File: config.mk
export PLATFORM = sky130hd
export DESIGN_NAME = dma_block_chan
export DESIGN_NICKNAME = d
export VERILOG_FILES = /design/src/rtl/dma_chan_pkg.sv /design/src/rtl/dma_addr_unit.sv /design/src/rtl/dma_chan_regs.sv /design/src/rtl/dma_chan_seq.sv /design/src/rtl/dma_block_chan.sv
export SDC_FILE = /design/constraint.sdc
export NUM_CORES = 1
export LEC_CHECK = 0
export BUFFER_PORTS_ARGS = -buffer_cell sky130_fd_sc_hd__buf_4
export CAP_MARGIN = 30
export CORE_MARGIN = 2
export CORE_UTILIZATION = 40
export DETAILED_ROUTE_END_ITERATION = 6
export MAX_ROUTING_LAYER = met4
export SYNTH_ARGS = -nofsm -noshare
export SYNTH_HDL_FRONTEND = slang
export SYNTH_SLANG_ARGS = --single-unit
File: constraint.sdc
create_clock -name clk_i -period 4.3 [get_ports clk_i]
set_clock_uncertainty 0.2 [all_clocks]
set_input_delay 0 -clock clk_i [delete_from_list [all_inputs] [get_ports clk_i]]
set_output_delay 0 -clock clk_i [all_outputs]
set_load 0.1 [all_outputs]
File: src/rtl/dma_chan_pkg.sv
package dma_chan_pkg;
  typedef enum logic [1:0] {
    AM_FIX0 = 2'b00,
    AM_FIX1 = 2'b01,
    AM_DEC  = 2'b10,
    AM_INC  = 2'b11
  } addr_mode_e;

  typedef struct packed {
    logic       irq_en;
    logic       rpt;
    logic       dst_byte;
    logic       src_byte;
    addr_mode_e dst_mode;
    addr_mode_e src_mode;
    logic       en;
  } chan_cfg_t;

  typedef enum logic [1:0] {
    ST_IDLE,
    ST_RD,
    ST_WR
  } seq_state_e;

  localparam logic [1:0] REG_SRC  = 2'd0;
  localparam logic [1:0] REG_DST  = 2'd1;
  localparam logic [1:0] REG_SIZE = 2'd2;
  localparam logic [1:0] REG_CTRL = 2'd3;

  localparam int unsigned CB_EN    = 0;
  localparam int unsigned CB_REQ   = 1;
  localparam int unsigned CB_SMODE = 2;
  localparam int unsigned CB_DMODE = 4;
  localparam int unsigned CB_SBYTE = 6;
  localparam int unsigned CB_DBYTE = 7;
  localparam int unsigned CB_RPT   = 8;
  localparam int unsigned CB_IRQEN = 9;
  localparam int unsigned CB_DONE  = 10;
endpackage

File: src/rtl/dma_addr_unit.sv
module dma_addr_unit
  import dma_chan_pkg::*;
#(
  parameter int unsigned ADDR_W = 16
) (
  input  logic              clk_i,
  input  logic              rst_ni,
  input  logic              load_i,
  input  logic [ADDR_W-1:0] base_i,
  input  logic              step_i,
  input  addr_mode_e        mode_i,
  input  logic              byte_i,
  output logic [ADDR_W-1:0] addr_o
);
  logic [ADDR_W-1:0] cur_q;
  logic [ADDR_W-1:0] stride;

  assign stride = byte_i ? ADDR_W'(1) : ADDR_W'(2);

  always_ff @(posedge clk_i or negedge rst_ni) begin
    if (!rst_ni) begin
      cur_q <= '0;
    end else if (load_i) begin
      cur_q <= base_i;
    end else if (step_i) begin
      unique case (mode_i)
        AM_INC:  cur_q <= cur_q + stride;
        AM_DEC:  cur_q <= cur_q - stride;
        default: cur_q <= cur_q;
      endcase
    end
  end

  // word accesses are forced even
  assign addr_o = byte_i ? cur_q : {cur_q[ADDR_W-1:1], 1'b0};
endmodule

File: src/rtl/dma_chan_regs.sv
module dma_chan_regs
  import dma_chan_pkg::*;
#(
  parameter int unsigned ADDR_W    = 16,
  parameter int unsigned DATA_W    = 16,
  parameter int unsigned MAX_UNITS = 4096,
  parameter int unsigned CNT_W     = $clog2(MAX_UNITS + 1)
) (
  input  logic              clk_i,
  input  logic              rst_ni,
  input  logic              we_i,
  input  logic [1:0]        addr_i,
  input  logic [DATA_W-1:0] wdata_i,
  output logic [DATA_W-1:0] rdata_o,
  input  logic              busy_i,
  input  logic              finish_i,
  output logic [ADDR_W-1:0] src_base_o,
  output logic [ADDR_W-1:0] dst_base_o,
  output logic [CNT_W-1:0]  size_o,
  output chan_cfg_t         cfg_o,
  output logic              start_o,
  output logic              done_o
);
  logic [ADDR_W-1:0] src_q, dst_q;
  logic [CNT_W-1:0]  size_q;
  chan_cfg_t         cfg_q;
  logic              done_q;
  logic              wr_ok;

  function automatic logic [CNT_W-1:0] clamp_size(input logic [DATA_W-1:0] w);
    if (w == '0)                     return CNT_W'(1);
    else if (w > DATA_W'(MAX_UNITS)) return CNT_W'(MAX_UNITS);
    else                             return w[CNT_W-1:0];
  endfunction

  assign wr_ok   = we_i && !busy_i;
  assign start_o = wr_ok && (addr_i == REG_CTRL) && wdata_i[CB_REQ] && wdata_i[CB_EN];

  always_ff @(posedge clk_i or negedge rst_ni) begin
    if (!rst_ni) begin
      src_q  <= '0;
      dst_q  <= '0;
      size_q <= CNT_W'(1);
      cfg_q  <= '0;
      done_q <= 1'b0;
    end else begin
      if (wr_ok) begin
        unique case (addr_i)
          REG_SRC:  src_q  <= wdata_i[ADDR_W-1:0];
          REG_DST:  dst_q  <= wdata_i[ADDR_W-1:0];
          REG_SIZE: size_q <= clamp_size(wdata_i);
          default: begin
            cfg_q.en       <= wdata_i[CB_EN];
            cfg_q.src_mode <= addr_mode_e'(wdata_i[CB_SMODE +: 2]);
            cfg_q.dst_mode <= addr_mode_e'(wdata_i[CB_DMODE +: 2]);
            cfg_q.src_byte <= wdata_i[CB_SBYTE];
            cfg_q.dst_byte <= wdata_i[CB_DBYTE];
            cfg_q.rpt      <= wdata_i[CB_RPT];
            cfg_q.irq_en   <= wdata_i[CB_IRQEN];
            done_q         <= done_q & wdata_i[CB_DONE];
          end
        endcase
      end
      if (start_o) done_q <= 1'b0;
      if (finish_i) begin
        done_q <= 1'b1;
        if (!cfg_q.rpt) cfg_q.en <= 1'b0;
      end
    end
  end

  always_comb begin
    rdata_o = '0;
    unique case (addr_i)
      REG_SRC:  rdata_o = DATA_W'(src_q);
      REG_DST:  rdata_o = DATA_W'(dst_q);
      REG_SIZE: rdata_o = DATA_W'(size_q);
      default: begin
        rdata_o[CB_EN]          = cfg_q.en;
        rdata_o[CB_SMODE +: 2]  = cfg_q.src_mode;
        rdata_o[CB_DMODE +: 2]  = cfg_q.dst_mode;
        rdata_o[CB_SBYTE]       = cfg_q.src_byte;
        rdata_o[CB_DBYTE]       = cfg_q.dst_byte;
        rdata_o[CB_RPT]         = cfg_q.rpt;
        rdata_o[CB_IRQEN]       = cfg_q.irq_en;
        rdata_o[CB_DONE]        = done_q;
      end
    endcase
  end

  assign src_base_o = src_q;
  assign dst_base_o = dst_q;
  assign size_o     = size_q;
  assign cfg_o      = cfg_q;
  assign done_o     = done_q;
endmodule

File: src/rtl/dma_chan_seq.sv
module dma_chan_seq
  import dma_chan_pkg::*;
#(
  parameter int unsigned DATA_W = 16,
  parameter int unsigned CNT_W  = 13
) (
  input  logic              clk_i,
  input  logic              rst_ni,
  input  logic              start_i,
  input  logic [CNT_W-1:0]  size_i,
  input  logic              src_byte_i,
  input  logic              bus_gnt_i,
  input  logic              bus_rdy_i,
  input  logic [DATA_W-1:0] bus_rdata_i,
  output logic              busy_o,
  output logic              rd_o,
  output logic              wr_o,
  output logic              step_o,
  output logic              finish_o,
  output logic [DATA_W-1:0] data_o
);
  seq_state_e        state_q;
  logic [CNT_W-1:0]  cnt_q;
  logic [DATA_W-1:0] data_q;
  logic              adv;

  assign adv = bus_gnt_i && bus_rdy_i;

  always_ff @(posedge clk_i or negedge rst_ni) begin
    if (!rst_ni) begin
      state_q <= ST_IDLE;
      cnt_q   <= '0;
      data_q  <= '0;
    end else begin
      unique case (state_q)
        ST_IDLE: if (start_i) begin
          state_q <= ST_RD;
          cnt_q   <= size_i;
        end
        ST_RD: if (adv) begin
          data_q  <= src_byte_i ? {{(DATA_W-8){1'b0}}, bus_rdata_i[7:0]} : bus_rdata_i;
          state_q <= ST_WR;
        end
        ST_WR: if (adv) begin
          if (cnt_q == CNT_W'(1)) begin
            state_q <= ST_IDLE;
          end else begin
            cnt_q   <= cnt_q - CNT_W'(1);
            state_q <= ST_RD;
          end
        end
        default: state_q <= ST_IDLE;
      endcase
    end
  end

  assign busy_o   = state_q != ST_IDLE;
  assign rd_o     = state_q == ST_RD;
  assign wr_o     = state_q == ST_WR;
  assign step_o   = wr_o && adv;
  assign finish_o = step_o && (cnt_q == CNT_W'(1));
  assign data_o   = data_q;
endmodule

File: src/rtl/dma_block_chan.sv
module dma_block_chan
  import dma_chan_pkg::*;
#(
  parameter int unsigned ADDR_W    = 16,
  parameter int unsigned DATA_W    = 16,
  parameter int unsigned MAX_UNITS = 4096
) (
  input  logic              clk_i,
  input  logic              rst_ni,
  input  logic              reg_we_i,
  input  logic [1:0]        reg_addr_i,
  input  logic [DATA_W-1:0] reg_wdata_i,
  output logic [DATA_W-1:0] reg_rdata_o,
  output logic              bus_req_o,
  output logic              bus_we_o,
  output logic              bus_byte_o,
  output logic [ADDR_W-1:0] bus_addr_o,
  output logic [DATA_W-1:0] bus_wdata_o,
  input  logic [DATA_W-1:0] bus_rdata_i,
  input  logic              bus_gnt_i,
  input  logic              bus_rdy_i,
  output logic              cpu_hold_o,
  output logic              done_o,
  output logic              irq_o
);
  localparam int unsigned CNT_W = $clog2(MAX_UNITS + 1);

  logic [ADDR_W-1:0] src_base, dst_base;
  logic [CNT_W-1:0]  size;
  chan_cfg_t         cfg;
  logic              start, done, busy, rd, wr, step, finish;
  logic [DATA_W-1:0] data;

  logic [ADDR_W-1:0] base_a [2];
  logic [ADDR_W-1:0] addr_a [2];
  addr_mode_e        mode_a [2];
  logic              byte_a [2];

  dma_chan_regs #(
    .ADDR_W(ADDR_W), .DATA_W(DATA_W), .MAX_UNITS(MAX_UNITS), .CNT_W(CNT_W)
  ) u_regs (
    .clk_i, .rst_ni,
    .we_i      (reg_we_i),
    .addr_i    (reg_addr_i),
    .wdata_i   (reg_wdata_i),
    .rdata_o   (reg_rdata_o),
    .busy_i    (busy),
    .finish_i  (finish),
    .src_base_o(src_base),
    .dst_base_o(dst_base),
    .size_o    (size),
    .cfg_o     (cfg),
    .start_o   (start),
    .done_o    (done)
  );

  dma_chan_seq #(.DATA_W(DATA_W), .CNT_W(CNT_W)) u_seq (
    .clk_i, .rst_ni,
    .start_i    (start),
    .size_i     (size),
    .src_byte_i (cfg.src_byte),
    .bus_gnt_i, .bus_rdy_i, .bus_rdata_i,
    .busy_o     (busy),
    .rd_o       (rd),
    .wr_o       (wr),
    .step_o     (step),
    .finish_o   (finish),
    .data_o     (data)
  );

  assign base_a[0] = src_base;
  assign base_a[1] = dst_base;
  assign mode_a[0] = cfg.src_mode;
  assign mode_a[1] = cfg.dst_mode;
  assign byte_a[0] = cfg.src_byte;
  assign byte_a[1] = cfg.dst_byte;

  // index 0 = source pointer, 1 = destination pointer
  for (genvar g = 0; g < 2; g++) begin : g_ptr
    dma_addr_unit #(.ADDR_W(ADDR_W)) u_ptr (
      .clk_i, .rst_ni,
      .load_i (start),
      .base_i (base_a[g]),
      .step_i (step),
      .mode_i (mode_a[g]),
      .byte_i (byte_a[g]),
      .addr_o (addr_a[g])
    );
  end

  assign bus_req_o   = busy;
  assign bus_we_o    = wr;
  assign bus_byte_o  = rd ? cfg.src_byte : cfg.dst_byte;
  assign bus_addr_o  = rd ? addr_a[0] : addr_a[1];
  assign bus_wdata_o = cfg.dst_byte ? {{(DATA_W-8){1'b0}}, data[7:0]} : data;
  assign cpu_hold_o  = busy;
  assign done_o      = done;
  assign irq_o       = done && cfg.irq_en;
endmodule

==> results of run 1 <==
flip-flops by register name, summed over array words and instances (netlist names):
signal             flops
u_regs.dst_base_o     16
u_seq.state_q          2
u_seq.data_o          16
u_seq.cnt_q           13
u_regs.done_o          1
u_regs.src_base_o     16
g_ptr.u_ptr.cur_q     32
u_regs.size_o         13
u_regs.cfg_o           9
per-stage QoR:
step,area [um^2],worst slack [ps]
CTS,8722,1049
global placement,7660,1180
detailed placement,7660,1063
finish,8722,1047
floorplan,6905,1022
global route,8722,723.2
metal layers:
layer  global-route usage  part of all wire  vias up
met2               0.3835              0.48      218
met4              0.09086             0.025        0
met5                    -                 0        -
met3              0.04078             0.046       32
met1               0.3296              0.45     3036
li1                     -                 -     2826
cell type report:
type	instances	area, um^2	share of cell area
inverters	14	52.55	0.006025
well taps	225	281.5	0.03228
multi-input cells	518	3628	0.4160
flip-flops and latches	118	2954	0.3387
clock inverters	12	245.2	0.02812
clock buffers	20	456.7	0.05236
repair buffers	135	1104	0.1265
cell families (layout without fill, tap and decap cells):
| logic type | Yosys count | count (layout) | synth area share |
|---|---|---|---|
| compound gates | 171 | 171 | 0.1638 |
| xor+xnor | 2 | 2 | 0.002537 |
| fa+ha+maj | 10 | 10 | 0.02029 |
| buf+inv | 72 | 181 | 0.04711 |
| flops | 118 | 118 | 0.4278 |
| mux | 82 | 82 | 0.1482 |
| simple gates | 253 | 253 | 0.1903 |
cell usage after synthesis, drive strengths merged, types with 9 or more instances:
cell type	number
or3	13
nand2b	14
nor3	24
clkbuf	42
mux2i	10
nand3	18
dfrtp	117
nor2b	14
a22o	13
o21ai	59
nand2	66
a221o	9
a22oi	11
inv	14
nand4	9
nor4	15
nor2	43
mux4	10
mux2	62
and2	11
buf	16
a21oi	27
path summary, 6_finish.rpt:
check | start | endpoint | depth (start not counted)
worst max-delay path | u_regs.cfg_o[2] | g_ptr[0].u_ptr.cur_q[5] | 9
worst min-delay path | rst_ni | g_ptr[1].u_ptr.cur_q[13] | 2
worst max register to register | u_regs.cfg_o[2] | g_ptr[0].u_ptr.cur_q[5] | 9
worst min register to register | u_seq.data_o[15] | u_seq.data_o[15] | 2
max in group asynchronous | rst_ni | g_ptr[1].u_ptr.cur_q[2] | 3
min in group clk_i | reg_we_i | u_regs.cfg_o[8] | 4
==> flow_metrics.env, run 1 <==
export IMPL_cts_resized=0
export IMPL_synth_top_cell_by_area="sky130_fd_sc_hd__dfrtp_1"
export IMPL_finalCoreUtilization=0.5114
export IMPL_critical_path_s_top_delay_family="simple AND/OR/NAND/NOR gates"
export IMPL_number_of_pins_exceeding_their_max_slew_limit_in_the_final_report=0
export IMPL_worst_path_max_delay_cell="sky130_fd_sc_hd__nor2b_1"
export IMPL_cts_repair_timing_setup_buffer_count=0
export IMPL_die_width_um=135.4
export IMPL_drt_pass1_iterations=6
export IMPL_synth_edff_count=0
export IMPL_cts_buffers_inserted=17
export IMPL_io_buffer_count=92
export IMPL_slew_headroom=0.3640
export IMPL_post_dp_hpwl_um=15460
export IMPL_yosysWarningCount=0
export IMPL_crit_path_max_incr_delay_ps=600
export IMPL_grt_antenna_before_repair=0
export IMPL_drt_first_iter_violations=444
export IMPL_outcome="complete, but fails checks"
export IMPL_vias_in_the_first_global_route=5957
export IMPL_netlist_cell_type_count=65
export IMPL_diodes=0
export IMPL_placed_cells=974
export IMPL_async_reset_ff_frac=1.000
export IMPL_h_tree_lvl_count=4
export IMPL_cp_end_kind="flop"
export IMPL_crit_type="flop to flop"
export IMPL_path_buf_inv=0
export IMPL_cts_tree="done"
export IMPL_final_net_count=853
export IMPL_viasPerCell=5.866
export IMPL_launching_element_type_of_the_critical_path="flop"
export IMPL_fraction_of_final_layout_cells_with_drive_strength_greater_than_1=0.2668
export IMPL_critical_path_max_fanout=11
export IMPL_synthesis_area_um2=6905
export IMPL_finalCritPeriodShare=0.7565
export IMPL_initial_core_utilization=0.4049
export IMPL_path_common_cell="sky130_fd_sc_hd__nor2b_1"
export IMPL_instances_no_fill=1042
export IMPL_regToRegSetupSlack_ps=1050
export IMPL_min_tclk_post_route_ps=3253
export IMPL_tns_ps=0
export IMPL_postSynthRegisterBits=118
export IMPL_synth_main_ff_cell="sky130_fd_sc_hd__dfrtp_1"
export IMPL_violated_checks="hold timing"
export IMPL_final_wirelength_um=21160
export IMPL_num_rows=48
export IMPL_cts_path_max_buffers=2
export IMPL_layout_cells_most_common="sky130_fd_sc_hd__dfrtp_1"
export IMPL_synth_seq_area_share=0.4278
export IMPL_fin_hold_ws_ps=-24.16
export IMPL_syn_area_per_cell_um2=9.753
export IMPL_grt_start_max_net_pins=56
export IMPL_required_ps=4390
export IMPL_finalWeightedCongestion=0.9301
export IMPL_syn_nets=757
export IMPL_yosys_area_top_type_share=0.4240
export IMPL_floorplan_die_area_um2=18330
export IMPL_synth_cells=708
export IMPL_global_route_usage_total=0.2475
export IMPL_timing_worst_slew_pin_value_ps=951.2
export IMPL_unrepaired_setup_endpoints_after_global_routing="no"
export IMPL_fp_dieH_um=135.4
export IMPL_first_pass_grt_wire_length_um=33730
export IMPL_final_hold_violation_count=6
export IMPL_clock_sinks=118
export IMPL_dr_total_vias=6112
export IMPL_cts_hold_fix_buffers=36
export IMPL_worst_setup_hold_path_clk_slew_ps=60
export IMPL_grt_overflow=0
export IMPL_filler_cell_count=1569
export IMPL_placeableCoreArea_um2=17060
export IMPL_final_routed_wire_length_divided_by_cell_count_um=20.31
export IMPL_report_final_setup_viol=0
export IMPL_crit_chain="nor2b_1, and2_1, ha_1, nor2b_1, nor2_1, nand2_1, o32ai_1, o21ai_0, a221o_1"
export IMPL_fmax_mhz=307.4
export IMPL_route_antenna_remaining_nets=0
export IMPL_drv_cap=0
export IMPL_root_buffer="sky130_fd_sc_hd__clkbuf_16"
export IMPL_remaining_drc_errors=0
export IMPL_top_post_synthesis_cells_by_area="sky130_fd_sc_hd__dfrtp_1, sky130_fd_sc_hd__mux2_2, sky130_fd_sc_hd__o21ai_0"
export IMPL_mostFrequentLayoutCells="sky130_fd_sc_hd__dfrtp_1, sky130_fd_sc_hd__buf_4, sky130_fd_sc_hd__nand2_1, sky130_fd_sc_hd__mux2_2, sky130_fd_sc_hd__o21ai_0"
export IMPL_area_growth_syn_to_layout_pct=26.31
export IMPL_worstHoldPathType="input pin to asynchronous set/reset pin"
export IMPL_clock_latency_ps=410
export IMPL_top_level_ports=93
export IMPL_critical_path_arrival_ps=3340
Power of run 1 is left out: the tool's default activity adds up to more than one toggle a clock period on the data nets, which glitch-free logic cannot reach.
==> run 2, diff against run 1 <==
==> constraint.sdc (replaced) <==
create_clock -name clk_i -period 2.8 [get_ports clk_i]
set_clock_uncertainty 0.2 [all_clocks]
set_input_delay 0 -clock clk_i [delete_from_list [all_inputs] [get_ports clk_i]]
set_output_delay 0 -clock clk_i [all_outputs]
set_load 0.1 [all_outputs]
==> run 2 against run 1 <==
  * The flow still finishes with violations (hold timing)
  * Core utilization increased by 0.81 points
  * Critical path type unchanged
  * First-iteration DRC count is 0.68% lower
  * Sequential share of layout area is 0.53 points lower
  * Global-route usage rose by 0.32 points
  * Final cell count up 2.4%
  * Worst hold slack got worse by 34 ps
  * Highest routed layer unchanged
  * Routed wire length increased by 2.3%
  * Via count up 1.9%
==> flow_metrics.env, run 2 (same netlist as run 1, synthesis figures left out) <==
export IMPL_outcome="complete, but fails checks"
export IMPL_violated_checks="hold timing"
export IMPL_cp_end_kind="flop"
export IMPL_top_level_ports=93
export IMPL_cts_repair_timing_setup_buffer_count=0
export IMPL_report_final_setup_viol=0
export IMPL_crit_path_max_incr_delay_ps=530
export IMPL_grt_overflow=0
export IMPL_final_routed_wire_length_divided_by_cell_count_um=20.28
export IMPL_drv_cap=0
export IMPL_die_width_um=135.4
export IMPL_diodes=0
export IMPL_post_dp_hpwl_um=15410
export IMPL_critical_path_arrival_ps=2790
export IMPL_h_tree_lvl_count=4
export IMPL_first_pass_grt_wire_length_um=34240
export IMPL_root_buffer="sky130_fd_sc_hd__clkbuf_16"
export IMPL_timing_worst_slew_pin_value_ps=879.1
export IMPL_route_antenna_remaining_nets=0
export IMPL_crit_chain="nor2b_1, and2_1, ha_1, nor2b_4, nor2_1, or4_4, o32ai_4, o21ai_0, a21o_1"
export IMPL_io_buffer_count=92
export IMPL_cts_path_max_buffers=2
export IMPL_mostFrequentLayoutCells="sky130_fd_sc_hd__buf_4, sky130_fd_sc_hd__dfrtp_1, sky130_fd_sc_hd__nand2_1, sky130_fd_sc_hd__mux2_2, sky130_fd_sc_hd__o21ai_0"
export IMPL_filler_cell_count=1499
export IMPL_required_ps=2910
export IMPL_fin_hold_ws_ps=-58.33
export IMPL_global_route_usage_total=0.2507
export IMPL_grt_start_max_net_pins=119
export IMPL_viasPerCell=5.838
export IMPL_unrepaired_setup_endpoints_after_global_routing="no"
export IMPL_number_of_pins_exceeding_their_max_slew_limit_in_the_final_report=0
export IMPL_placeableCoreArea_um2=17060
export IMPL_cts_buffers_inserted=17
export IMPL_regToRegSetupSlack_ps=110
export IMPL_min_tclk_post_route_ps=2686
export IMPL_final_net_count=878
export IMPL_rr_endpoint="g_ptr[1].u_ptr.cur_q[15]"
export IMPL_initial_core_utilization=0.4049
export IMPL_clock_sinks=118
export IMPL_final_wirelength_um=21640
export IMPL_fmax_mhz=372.3
export IMPL_drt_first_iter_violations=441
export IMPL_worstReg2RegStart="u_regs.cfg_o[4]"
export IMPL_dr_total_vias=6229
export IMPL_slew_headroom=0.4118
export IMPL_cts_tree="done"
export IMPL_launching_element_type_of_the_critical_path="flop"
export IMPL_regMostFlops="g_ptr.u_ptr.cur_q"
export IMPL_worstRegToRegCells=9
export IMPL_clock_latency_ps=420
export IMPL_worstHoldPathType="input pin to asynchronous set/reset pin"
export IMPL_area_growth_syn_to_layout_pct=28.32
export IMPL_final_hold_violation_count=10
export IMPL_drt_pass1_iterations=5
export IMPL_fraction_of_final_layout_cells_with_drive_strength_greater_than_1=0.2969
export IMPL_finalCritPeriodShare=0.9592
export IMPL_worst_path_max_delay_cell="sky130_fd_sc_hd__or4_4"
export IMPL_layout_cells_most_common="sky130_fd_sc_hd__buf_4"
export IMPL_num_rows=48
export IMPL_fp_dieH_um=135.4
export IMPL_largest_register_ffs=32
export IMPL_floorplan_die_area_um2=18330
export IMPL_critical_path_max_fanout=4
export IMPL_remaining_drc_errors=0
export IMPL_crit_type="flop to flop"
export IMPL_finalWeightedCongestion=0.9274
export IMPL_grt_antenna_before_repair=0
export IMPL_worst_setup_hold_path_clk_slew_ps=60
export IMPL_vias_in_the_first_global_route=6128
==> run 2: cell count changes in the layout (fill, tap and decap cells not counted), moves of 3 or more <==
cell	delta
sky130_fd_sc_hd__clkinvlp_4	+5
sky130_fd_sc_hd__o21ai_0	-3
sky130_fd_sc_hd__bufinv_16	-5
sky130_fd_sc_hd__clkinv_4	+4
sky130_fd_sc_hd__buf_4	+24
sky130_fd_sc_hd__o21ai_1	+3
==> run 2: worst max-delay path, delay by kind of cell (launching register included) <==
family | cells | cell delay (ps)
compound gates | 3 | 610
simple gates | 5 | 1120
fa+ha+maj | 1 | 290
flops | 1 | 370
==> run 2: timing repair <==
action                     in CTS  in global routing
gates resized for setup         0                  7
hold endpoints to repair      191                  0
setup endpoints to repair       0                  9
hold buffers                   36                  0
==> run 2: per-layer routing <==
metal / part of all wire / vias to the layer above / wire, um / global-route usage
li1: - / 2853 / - / -
met4: 0.033 / 0 / 711 / 0.1001
met5: 0 / - / 0 / -
met1: 0.44 / 3090 / 9589 / 0.3338
met3: 0.052 / 44 / 1131 / 0.04003
met2: 0.47 / 242 / 10210 / 0.3852
==> run 2: how the worst max path moves through the flow <==
stage	slack [ps]	startpoint	cells after the start	end
after floorplan	-380	u_seq.state_q[0]	4	bus_addr_o[10]
after global placement	180	u_regs.cfg_o[4]	9	g_ptr[1].u_ptr.cur_q[15]
after detailed placement	80	u_regs.cfg_o[4]	9	g_ptr[1].u_ptr.cur_q[14]
after CTS	70	u_regs.cfg_o[4]	9	g_ptr[1].u_ptr.cur_q[14]
after global routing	6	u_regs.cfg_o[2]	10	g_ptr[0].u_ptr.cur_q[13]
final	110	u_regs.cfg_o[4]	9	g_ptr[1].u_ptr.cur_q[15]
==> run 2: layout make-up <==
cell class	count	area (um^2)	area share
multi-input combinational	518	3676	0.4149
sequential	118	2954	0.3334
timing repair buffer	160	1304	0.1471
clock buffer	18	439.2	0.04956
tap	225	281.5	0.03177
clock inverter	14	153.9	0.01737
inverter	14	52.55	0.005931
==> run 2: stage by stage <==
stage | setup TNS (ps) | worst slack [ps] | utilization | instance area [um^2] | instances
floorplan | -1899 | -379.9 | - | 6925 | 708
global route | 0 | 6.270 | 0.5195 | 8861 | 1067
CTS | 0 | 66.51 | 0.5179 | 8833 | 1067
global placement | 0 | 183.4 | 0.4620 | 7880 | 999
detailed placement | 0 | 84.29 | 0.4620 | 7880 | 999
finish | 0 | 114.2 | 0.5195 | 8861 | 1067
Power of run 2 is left out for the same reason.
